==> src/rtl/sd_seq_pkg.sv <==
package sd_seq_pkg;

    typedef enum logic [3:0] {
        ST_IDLE,
        ST_SETUP,
        ST_DCMD,
        ST_DSTART,
        ST_DWAIT,
        ST_STOP,
        ST_ASSESS,
        ST_NEXT,
        ST_DONE,
        ST_FAIL
    } seq_state_t;

    localparam logic [5:0] IDX_STOP      = 6'd12;
    localparam logic [5:0] IDX_RD_SINGLE = 6'd17;
    localparam logic [5:0] IDX_RD_MULTI  = 6'd18;
    localparam logic [5:0] IDX_WR_SINGLE = 6'd24;
    localparam logic [5:0] IDX_WR_MULTI  = 6'd25;

    localparam int HC_BIT = 30;

endpackage

==> src/rtl/sd_seq_cmdsel.sv <==
module sd_seq_cmdsel
    import sd_seq_pkg::*;
(
    input  logic       is_stop,
    input  logic       multi,
    input  logic       write,
    output logic [5:0] index
);

    always_comb begin
        if (is_stop) begin
            index = IDX_STOP;
        end else begin
            unique case ({multi, write})
                2'b00:   index = IDX_RD_SINGLE;
                2'b01:   index = IDX_WR_SINGLE;
                2'b10:   index = IDX_RD_MULTI;
                default: index = IDX_WR_MULTI;
            endcase
        end
    end

endmodule

==> src/rtl/sd_seq_addr.sv <==
module sd_seq_addr #(
    parameter int BLK_LOG2 = 9
) (
    input  logic [31:0] blk,
    input  logic        high_cap,
    output logic [31:0] arg
);

    generate
        if (BLK_LOG2 == 0) begin : g_unit
            assign arg = blk;
        end else begin : g_shift
            logic [31:0] byte_addr;
            assign byte_addr = {blk[31-BLK_LOG2:0], {BLK_LOG2{1'b0}}};
            assign arg       = high_cap ? blk : byte_addr;
        end
    endgenerate

endmodule

==> src/rtl/sd_seq_retry.sv <==
module sd_seq_retry #(
    parameter int MAX_TRIES = 3
) (
    input  logic clk,
    input  logic rst_n,
    input  logic clear,
    input  logic bump,
    output logic last_try
);

    localparam int TW = $clog2(MAX_TRIES + 1);

    logic [TW-1:0] fails_q;

    always_ff @(posedge clk or negedge rst_n) begin
        if (!rst_n) begin
            fails_q <= '0;
        end else if (clear) begin
            fails_q <= '0;
        end else if (bump) begin
            fails_q <= fails_q + 1'b1;
        end
    end

    assign last_try = (fails_q == TW'(MAX_TRIES - 1));

    // the failure tally never reaches the attempt limit
    a_r6_tries_bound: assert property (@(posedge clk) disable iff (!rst_n)
        fails_q < TW'(MAX_TRIES));

    // a bump never happens on the final permitted attempt
    a_r6_no_bump_at_limit: assert property (@(posedge clk) disable iff (!rst_n)
        last_try |-> !bump);

endmodule

==> src/rtl/sd_block_seq.sv <==
module sd_block_seq
    import sd_seq_pkg::*;
#(
    parameter int BLK_LOG2  = 9,
    parameter int CNT_W     = 16,
    parameter int MAX_TRIES = 3
) (
    input  logic                      clk,
    input  logic                      rst_n,
    input  logic                      req_start,
    input  logic                      req_write,
    input  logic                      req_multi,
    input  logic [31:0]               req_block,
    input  logic [CNT_W-1:0]          req_count,
    input  logic                      card_online,
    input  logic [31:0]               card_ocr,
    output logic                      busy,
    output logic                      setup_valid,
    output logic [15:0]               setup_blk_size,
    output logic [CNT_W-1:0]          setup_blk_count,
    output logic                      cmd_valid,
    output logic [5:0]                cmd_index,
    output logic [31:0]               cmd_arg,
    input  logic                      cmd_done,
    input  logic                      cmd_err,
    output logic                      data_start,
    output logic                      data_write,
    input  logic                      data_done,
    input  logic                      data_err,
    output logic                      done,
    output logic                      fail,
    output logic                      fail_media,
    output logic [CNT_W+BLK_LOG2-1:0] xfer_bytes
);

    localparam int BYTES_W   = CNT_W + BLK_LOG2;
    localparam int BLK_BYTES = 1 << BLK_LOG2;

    seq_state_t st, st_n;

    logic               wr_q;
    logic               multi_q;
    logic               hc_q;
    logic               media_q;
    logic               att_bad;
    logic [31:0]        cur_blk;
    logic [CNT_W-1:0]   total_q;
    logic [CNT_W-1:0]   remain_q;
    logic [BYTES_W-1:0] bytes_q;

    logic               accept;
    logic               last_try;
    logic               retry_bump;
    logic               is_stop;
    logic [5:0]         sel_index;
    logic [31:0]        addr_arg;

    assign accept     = (st == ST_IDLE) && req_start;
    assign is_stop    = (st == ST_STOP);
    assign retry_bump = (st == ST_ASSESS) && att_bad && !last_try;

    sd_seq_cmdsel u_cmdsel (
        .is_stop (is_stop),
        .multi   (multi_q),
        .write   (wr_q),
        .index   (sel_index)
    );

    sd_seq_addr #(.BLK_LOG2(BLK_LOG2)) u_addr (
        .blk      (cur_blk),
        .high_cap (hc_q),
        .arg      (addr_arg)
    );

    sd_seq_retry #(.MAX_TRIES(MAX_TRIES)) u_retry (
        .clk      (clk),
        .rst_n    (rst_n),
        .clear    (accept),
        .bump     (retry_bump),
        .last_try (last_try)
    );

    // State register
    always_ff @(posedge clk or negedge rst_n) begin
        if (!rst_n) begin
            st <= ST_IDLE;
        end else begin
            st <= st_n;
        end
    end

    // Next-state decision
    always_comb begin
        st_n = st;
        unique case (st)
            ST_IDLE: begin
                if (req_start) begin
                    if (!card_online) begin
                        st_n = ST_FAIL;
                    end else if (req_count == '0) begin
                        st_n = ST_DONE;
                    end else begin
                        st_n = ST_SETUP;
                    end
                end
            end
            ST_SETUP:  st_n = ST_DCMD;
            ST_DCMD: begin
                if (cmd_done) begin
                    if (cmd_err) begin
                        st_n = multi_q ? ST_STOP : ST_FAIL;
                    end else begin
                        st_n = ST_DSTART;
                    end
                end
            end
            ST_DSTART: st_n = ST_DWAIT;
            ST_DWAIT: begin
                if (data_done) begin
                    if (multi_q) begin
                        st_n = ST_STOP;
                    end else if (data_err) begin
                        st_n = ST_FAIL;
                    end else begin
                        st_n = ST_NEXT;
                    end
                end
            end
            ST_STOP: begin
                if (cmd_done) begin
                    st_n = ST_ASSESS;
                end
            end
            ST_ASSESS: begin
                if (!att_bad) begin
                    st_n = ST_DONE;
                end else if (last_try) begin
                    st_n = ST_FAIL;
                end else begin
                    st_n = ST_SETUP;
                end
            end
            ST_NEXT:   st_n = (remain_q == CNT_W'(1)) ? ST_DONE : ST_SETUP;
            ST_DONE:   st_n = ST_IDLE;
            ST_FAIL:   st_n = ST_IDLE;
            default:   st_n = ST_IDLE;
        endcase
    end

    // Request context and attempt bookkeeping
    always_ff @(posedge clk or negedge rst_n) begin
        if (!rst_n) begin
            wr_q     <= 1'b0;
            multi_q  <= 1'b0;
            hc_q     <= 1'b0;
            media_q  <= 1'b0;
            att_bad  <= 1'b0;
            cur_blk  <= '0;
            total_q  <= '0;
            remain_q <= '0;
            bytes_q  <= '0;
        end else begin
            unique case (st)
                ST_IDLE: begin
                    if (req_start) begin
                        wr_q     <= req_write;
                        multi_q  <= req_multi;
                        hc_q     <= card_ocr[HC_BIT];
                        media_q  <= !card_online;
                        att_bad  <= 1'b0;
                        cur_blk  <= req_block;
                        total_q  <= req_count;
                        remain_q <= req_count;
                        bytes_q  <= BYTES_W'(req_count) << BLK_LOG2;
                    end
                end
                ST_SETUP: att_bad <= 1'b0;
                ST_DCMD: begin
                    if (cmd_done && cmd_err) begin
                        att_bad <= 1'b1;
                    end
                end
                ST_DWAIT: begin
                    if (data_done && data_err) begin
                        att_bad <= 1'b1;
                    end
                end
                ST_STOP: begin
                    if (cmd_done && cmd_err) begin
                        att_bad <= 1'b1;
                    end
                end
                ST_NEXT: begin
                    remain_q <= remain_q - 1'b1;
                    cur_blk  <= cur_blk + 32'd1;
                end
                default: ;
            endcase
        end
    end

    // Outputs
    always_comb begin
        busy            = (st != ST_IDLE);
        setup_valid     = (st == ST_SETUP);
        setup_blk_size  = 16'(BLK_BYTES);
        setup_blk_count = multi_q ? total_q : CNT_W'(1);
        cmd_valid       = (st == ST_DCMD) || (st == ST_STOP);
        cmd_index       = sel_index;
        cmd_arg         = is_stop ? 32'd0 : addr_arg;
        data_start      = (st == ST_DSTART);
        data_write      = wr_q;
        done            = (st == ST_DONE);
        fail            = (st == ST_FAIL);
        fail_media      = (st == ST_FAIL) && media_q;
        xfer_bytes      = (st == ST_DONE) ? bytes_q : '0;
    end

    // Observation state for the assertions below
    logic setup_seen;
    logic data_open;

    always_ff @(posedge clk or negedge rst_n) begin
        if (!rst_n) begin
            setup_seen <= 1'b0;
            data_open  <= 1'b0;
        end else begin
            if (setup_valid) begin
                setup_seen <= 1'b1;
            end else if (cmd_valid && cmd_done && cmd_index != IDX_STOP) begin
                setup_seen <= 1'b0;
            end
            if (data_start && multi_q) begin
                data_open <= 1'b1;
            end else if (cmd_valid && cmd_done && cmd_index == IDX_STOP) begin
                data_open <= 1'b0;
            end
        end
    end

    // a pending command holds its index and argument
    a_r10_cmd_hold: assert property (@(posedge clk) disable iff (!rst_n)
        (cmd_valid && !cmd_done) |=> (cmd_valid && $stable(cmd_index) && $stable(cmd_arg)));

    // an offline card causes an immediate media failure
    a_r1_media_fail: assert property (@(posedge clk) disable iff (!rst_n)
        (req_start && !busy && !card_online) |=> (fail && fail_media));

    // success and failure never coincide
    a_r8_exclusive: assert property (@(posedge clk) disable iff (!rst_n)
        !(done && fail));

    // a data command is only raised after a setup pulse
    a_r2_setup_first: assert property (@(posedge clk) disable iff (!rst_n)
        (cmd_valid && cmd_index != IDX_STOP) |-> setup_seen);

    // a multi-block data phase is always closed by a stop before completion
    a_r5_stop_closes: assert property (@(posedge clk) disable iff (!rst_n)
        (done || fail) |-> !data_open);

    // a busy block does not fall back to idle because of a new request
    a_r11_busy_ignores: assert property (@(posedge clk) disable iff (!rst_n)
        (busy && req_start && !done && !fail) |=> busy);

endmodule

==> config.mk <==
export PLATFORM = sky130hd
export DESIGN_NAME = sd_block_seq
export DESIGN_NICKNAME = d
export VERILOG_FILES = /design/src/rtl/sd_seq_pkg.sv /design/src/rtl/sd_seq_cmdsel.sv /design/src/rtl/sd_seq_addr.sv /design/src/rtl/sd_seq_retry.sv /design/src/rtl/sd_block_seq.sv
export SDC_FILE = /design/constraint.sdc
export NUM_CORES = 1
export LEC_CHECK = 0
export CORE_MARGIN = 5
export CORE_UTILIZATION = 41
export DETAILED_ROUTE_END_ITERATION = 6
export GPL_ROUTABILITY_DRIVEN = 0
export PLACE_DENSITY = 0.78
export RECOVER_POWER = 25
export SYNTH_ARGS = -nofsm -noshare
export SYNTH_HDL_FRONTEND = slang
export SYNTH_SLANG_ARGS = --single-unit
==> constraint.sdc <==
create_clock -name clk -period 2.09 [get_ports clk]
set_input_delay 0.418 -clock clk [delete_from_list [all_inputs] [get_ports clk]]
set_output_delay 0.418 -clock clk [all_outputs]
set_load 0.01 [all_outputs]
==> results.py <==
metrics = {
    "worst_hold_path": {
        "hold_class": "reg -> reg",
        "whs_path_depth": 2,
        "min_from": "media_q",
        "hold_path_end": "media_q",
    },
    "sta": {
        "slew_violations": 29,
        "period_minus_slack_ps": 2190,
        "finalSetupViolations": 13,
        "rsz0062_at_grt": "true",
        "finalSetupTns_ps": -434,
        "worst_pin_slew_ps": 1860,
        "min_period_over_period": 1.05,
        "timing.fmax_ghz": 0.456,
        "clock_skew_ps": 6.09,
        "final_hold_viol_count": 0,
        "layout_setup_ws_ps": -103,
        "slew_headroom": -0.240,
    },
    "logic_synthesis": {
        "synth_edf_count": 0,
        "synthCells": 618,
        "synth-seq-area-share": 0.368,
        "syn_area_per_cell_um2": 8.25,
        "synth_seq_cells": 75,
        "yosys.cell_types.count": 66,
        "synthFlopType": "dfrtp_1",
        "ys_warn_count": 0,
        "syn-cell-area_um2": 5100,
        "async_flop_share": 1.00,
    },
    "finish": {
        "stdcell_area_um2": 7550,
        "drive_above_1_share": 0.267,
        "final_cell_mix": "nand2_1 (85), clkdlybuf4s50_1 (74), dfrtp_1 (73)",
        "areaGrowthSynthToFinish_pct": 47.9,
        "n_antenna_cell": 0,
        "final_common_cell": "nand2_1",
        "fin_util": 0.623,
        "nets": 902,
    },
    "global_route": {
        "grt_use_total": 0.228,
        "first_global_vias": 5402,
        "grt_pass1_wl_um": 27200,
        "antenna_found_initial": 0,
        "grt-ovfl-total": 0,
        "grt_max_degree": 34,
    },
    "floorplan": {
        "core_um2": 12100,
        "initial_core_util": 0.421,
        "die_w_um": 122,
        "fp.dieH_um": 122,
        "dieArea_um2": 14800,
        "ios": 193,
        "num_rows": 40,
    },
    "worst_setup_path": {
        "reg2reg_to": "remain_q[13]",
        "cp-end-kind": "primary output",
        "required_ps": 1670,
        "r2r_slack_ps": -60,
        "path_max_fanout": 19,
        "r2r_cells": 5,
        "startpoint_type": "register",
        "critPathKind": "reg -> out",
        "rr_startpoint": "remain_q[6]",
        "worstPathArrival_ps": 1770,
    },
    "status": {
        "violations": "capacitance limit, slew limit, setup timing",
        "outcome": "complete, but fails checks",
    },
    "clock_network": {
        "cts_hold_buf": 0,
        "cts_root_buf": "clkbuf_16",
        "clock_path_buffers": 2,
        "clk_latency_ps": 330,
        "cts_tree": "yes",
        "clock-sinks": 75,
        "h-tree-depth": 3,
        "cts_buffers": 9,
        "cts.clk_slew.worst_paths_ps": 60,
    },
    "drt": {
        "vias_per_cell": 5.65,
        "drt_first_pass_iters": 5,
        "drc_errors": 0,
        "dr_wl_met2_um": 8740,
        "drt-wirelength-per-cell_um": 18.3,
        "dr.max_layer_used": "met4",
        "drt_iter0_markers": 545,
        "met1_length_um": 7280,
        "routed_wl_um": 17900,
        "ant_nets": 0,
        "num_vias": 5528,
        "dr_wl_met3_um": 1320,
    },
    "run": {
        "maxCapViolCount": 1,
    },
    "pwr": {
        "p_leak_nw": 3.40,
        "vdd_drop_max_v": 0.000689,
        "power.density_nw_per_um2": 1440,
    },
    "placement": {
        "io_buffer_count": 135,
        "placed_cell_area_um2": 6930,
        "dp_slack_ps": -47.8,
        "dp_hpwl_um": 12300,
    },
}
metrics by stage:
stage / instances / hold slack (ps) / power [mW]
6_report: 978 / 487 / 10.9
2_1_floorplan: 642 / 122 / 5.92
3_5_place_dp: 941 / 390 / 8.92
5_1_grt: 978 / 523 / 11.6
3_3_place_gp: 941 / 387 / 8.67
4_1_cts: 969 / 35.0 / 10.6
flip-flops by register name, summed over array words and instances (netlist names):
signal           flops
att_bad              1
bytes_q             16
cur_blk             32
data_write           1
hc_q                 1
media_q              1
multi_q              1
remain_q            16
st                   4
u_retry.fails_q      2
critical path, stage by stage, from the launching register on:
cell and delay (ps):
dfrtp_1 400, buf_6 180, nor3_4 290, buf_6 160, buf_6 110, buf_6 90
and2_4 120, buf_6 90
final cells by class:
cell class / count / area, um^2
clock buffer: 12 / 256
fill: 1028 / 4570
sequential: 75 / 1880
timing repair buffer: 219 / 2010
inverter: 10 / 45.0
tap: 168 / 210
multi-input combinational: 490 / 3070
clock inverter: 4 / 72.6
metal layers:
layer,up-vias,global-route usage
met3,60,0.0501
met2,262,0.377
met5,-,0
met1,2669,0.293
met4,0,0.0826
li1,2537,-
synth_stat cells (6+ instances only):
master,number,area share
nor2_1,71,0.052
o311ai_0,8,0.014
buf_4,28,0.041
o22ai_1,8,0.0098
o211ai_1,12,0.018
nand2_1,90,0.066
nand2b_1,7,0.0086
nor3_1,21,0.021
inv_1,10,0.0074
buf_2,7,0.0069
nand4_1,6,0.0074
a21oi_1,19,0.019
nor4_1,14,0.017
clkbuf_1,26,0.019
and3_1,17,0.021
and2_1,37,0.045
nand3_1,19,0.019
mux2i_1,27,0.053
ha_1,7,0.017
dfrtp_1,75,0.37
o21ai_0,22,0.022
worst max path at each step:
stage                           start  slack [ps]  depth (start not counted)              to
after global placement          st[1]         -30                          5    cmd_index[2]
after CTS                       st[2]        -140                          7  xfer_bytes[23]
after global routing            st[0]        -160                          7  xfer_bytes[23]
after floorplan           remain_q[6]           9                          5    remain_q[13]
final                           st[1]        -100                          7  xfer_bytes[23]
after detailed placement        st[1]         -50                          6     cmd_arg[26]
timing repair:
action                                  CTS  global route
gates cloned                              3             3
pin swaps                                 9             7
setup buffers                             9             8
resized for setup                       253            64
endpoints found under the setup margin   63            71
power breakdown:
group / leakage (nW) / internal (mW) / switching, mW / total (mW)
sequential: 0.906 / 2.15 / 0.737 / 2.89
clock: 0.159 / 1.11 / 0.607 / 1.72
combinational: 2.34 / 3.02 / 3.26 / 6.29
total: 3.40 / 6.28 / 4.60 / 10.9
cells by family after synthesis:
kind of cell             synth area share
AND/OR/NAND/NOR                     0.326
AO/OA/AOI/OAI                       0.149
buffers and inverters              0.0834
flip-flops                          0.368
multiplexers                       0.0552
adder cells (fa/ha/maj)            0.0172
other                             0.00147
No activity file was read; power rests on OpenSTA's default activity.
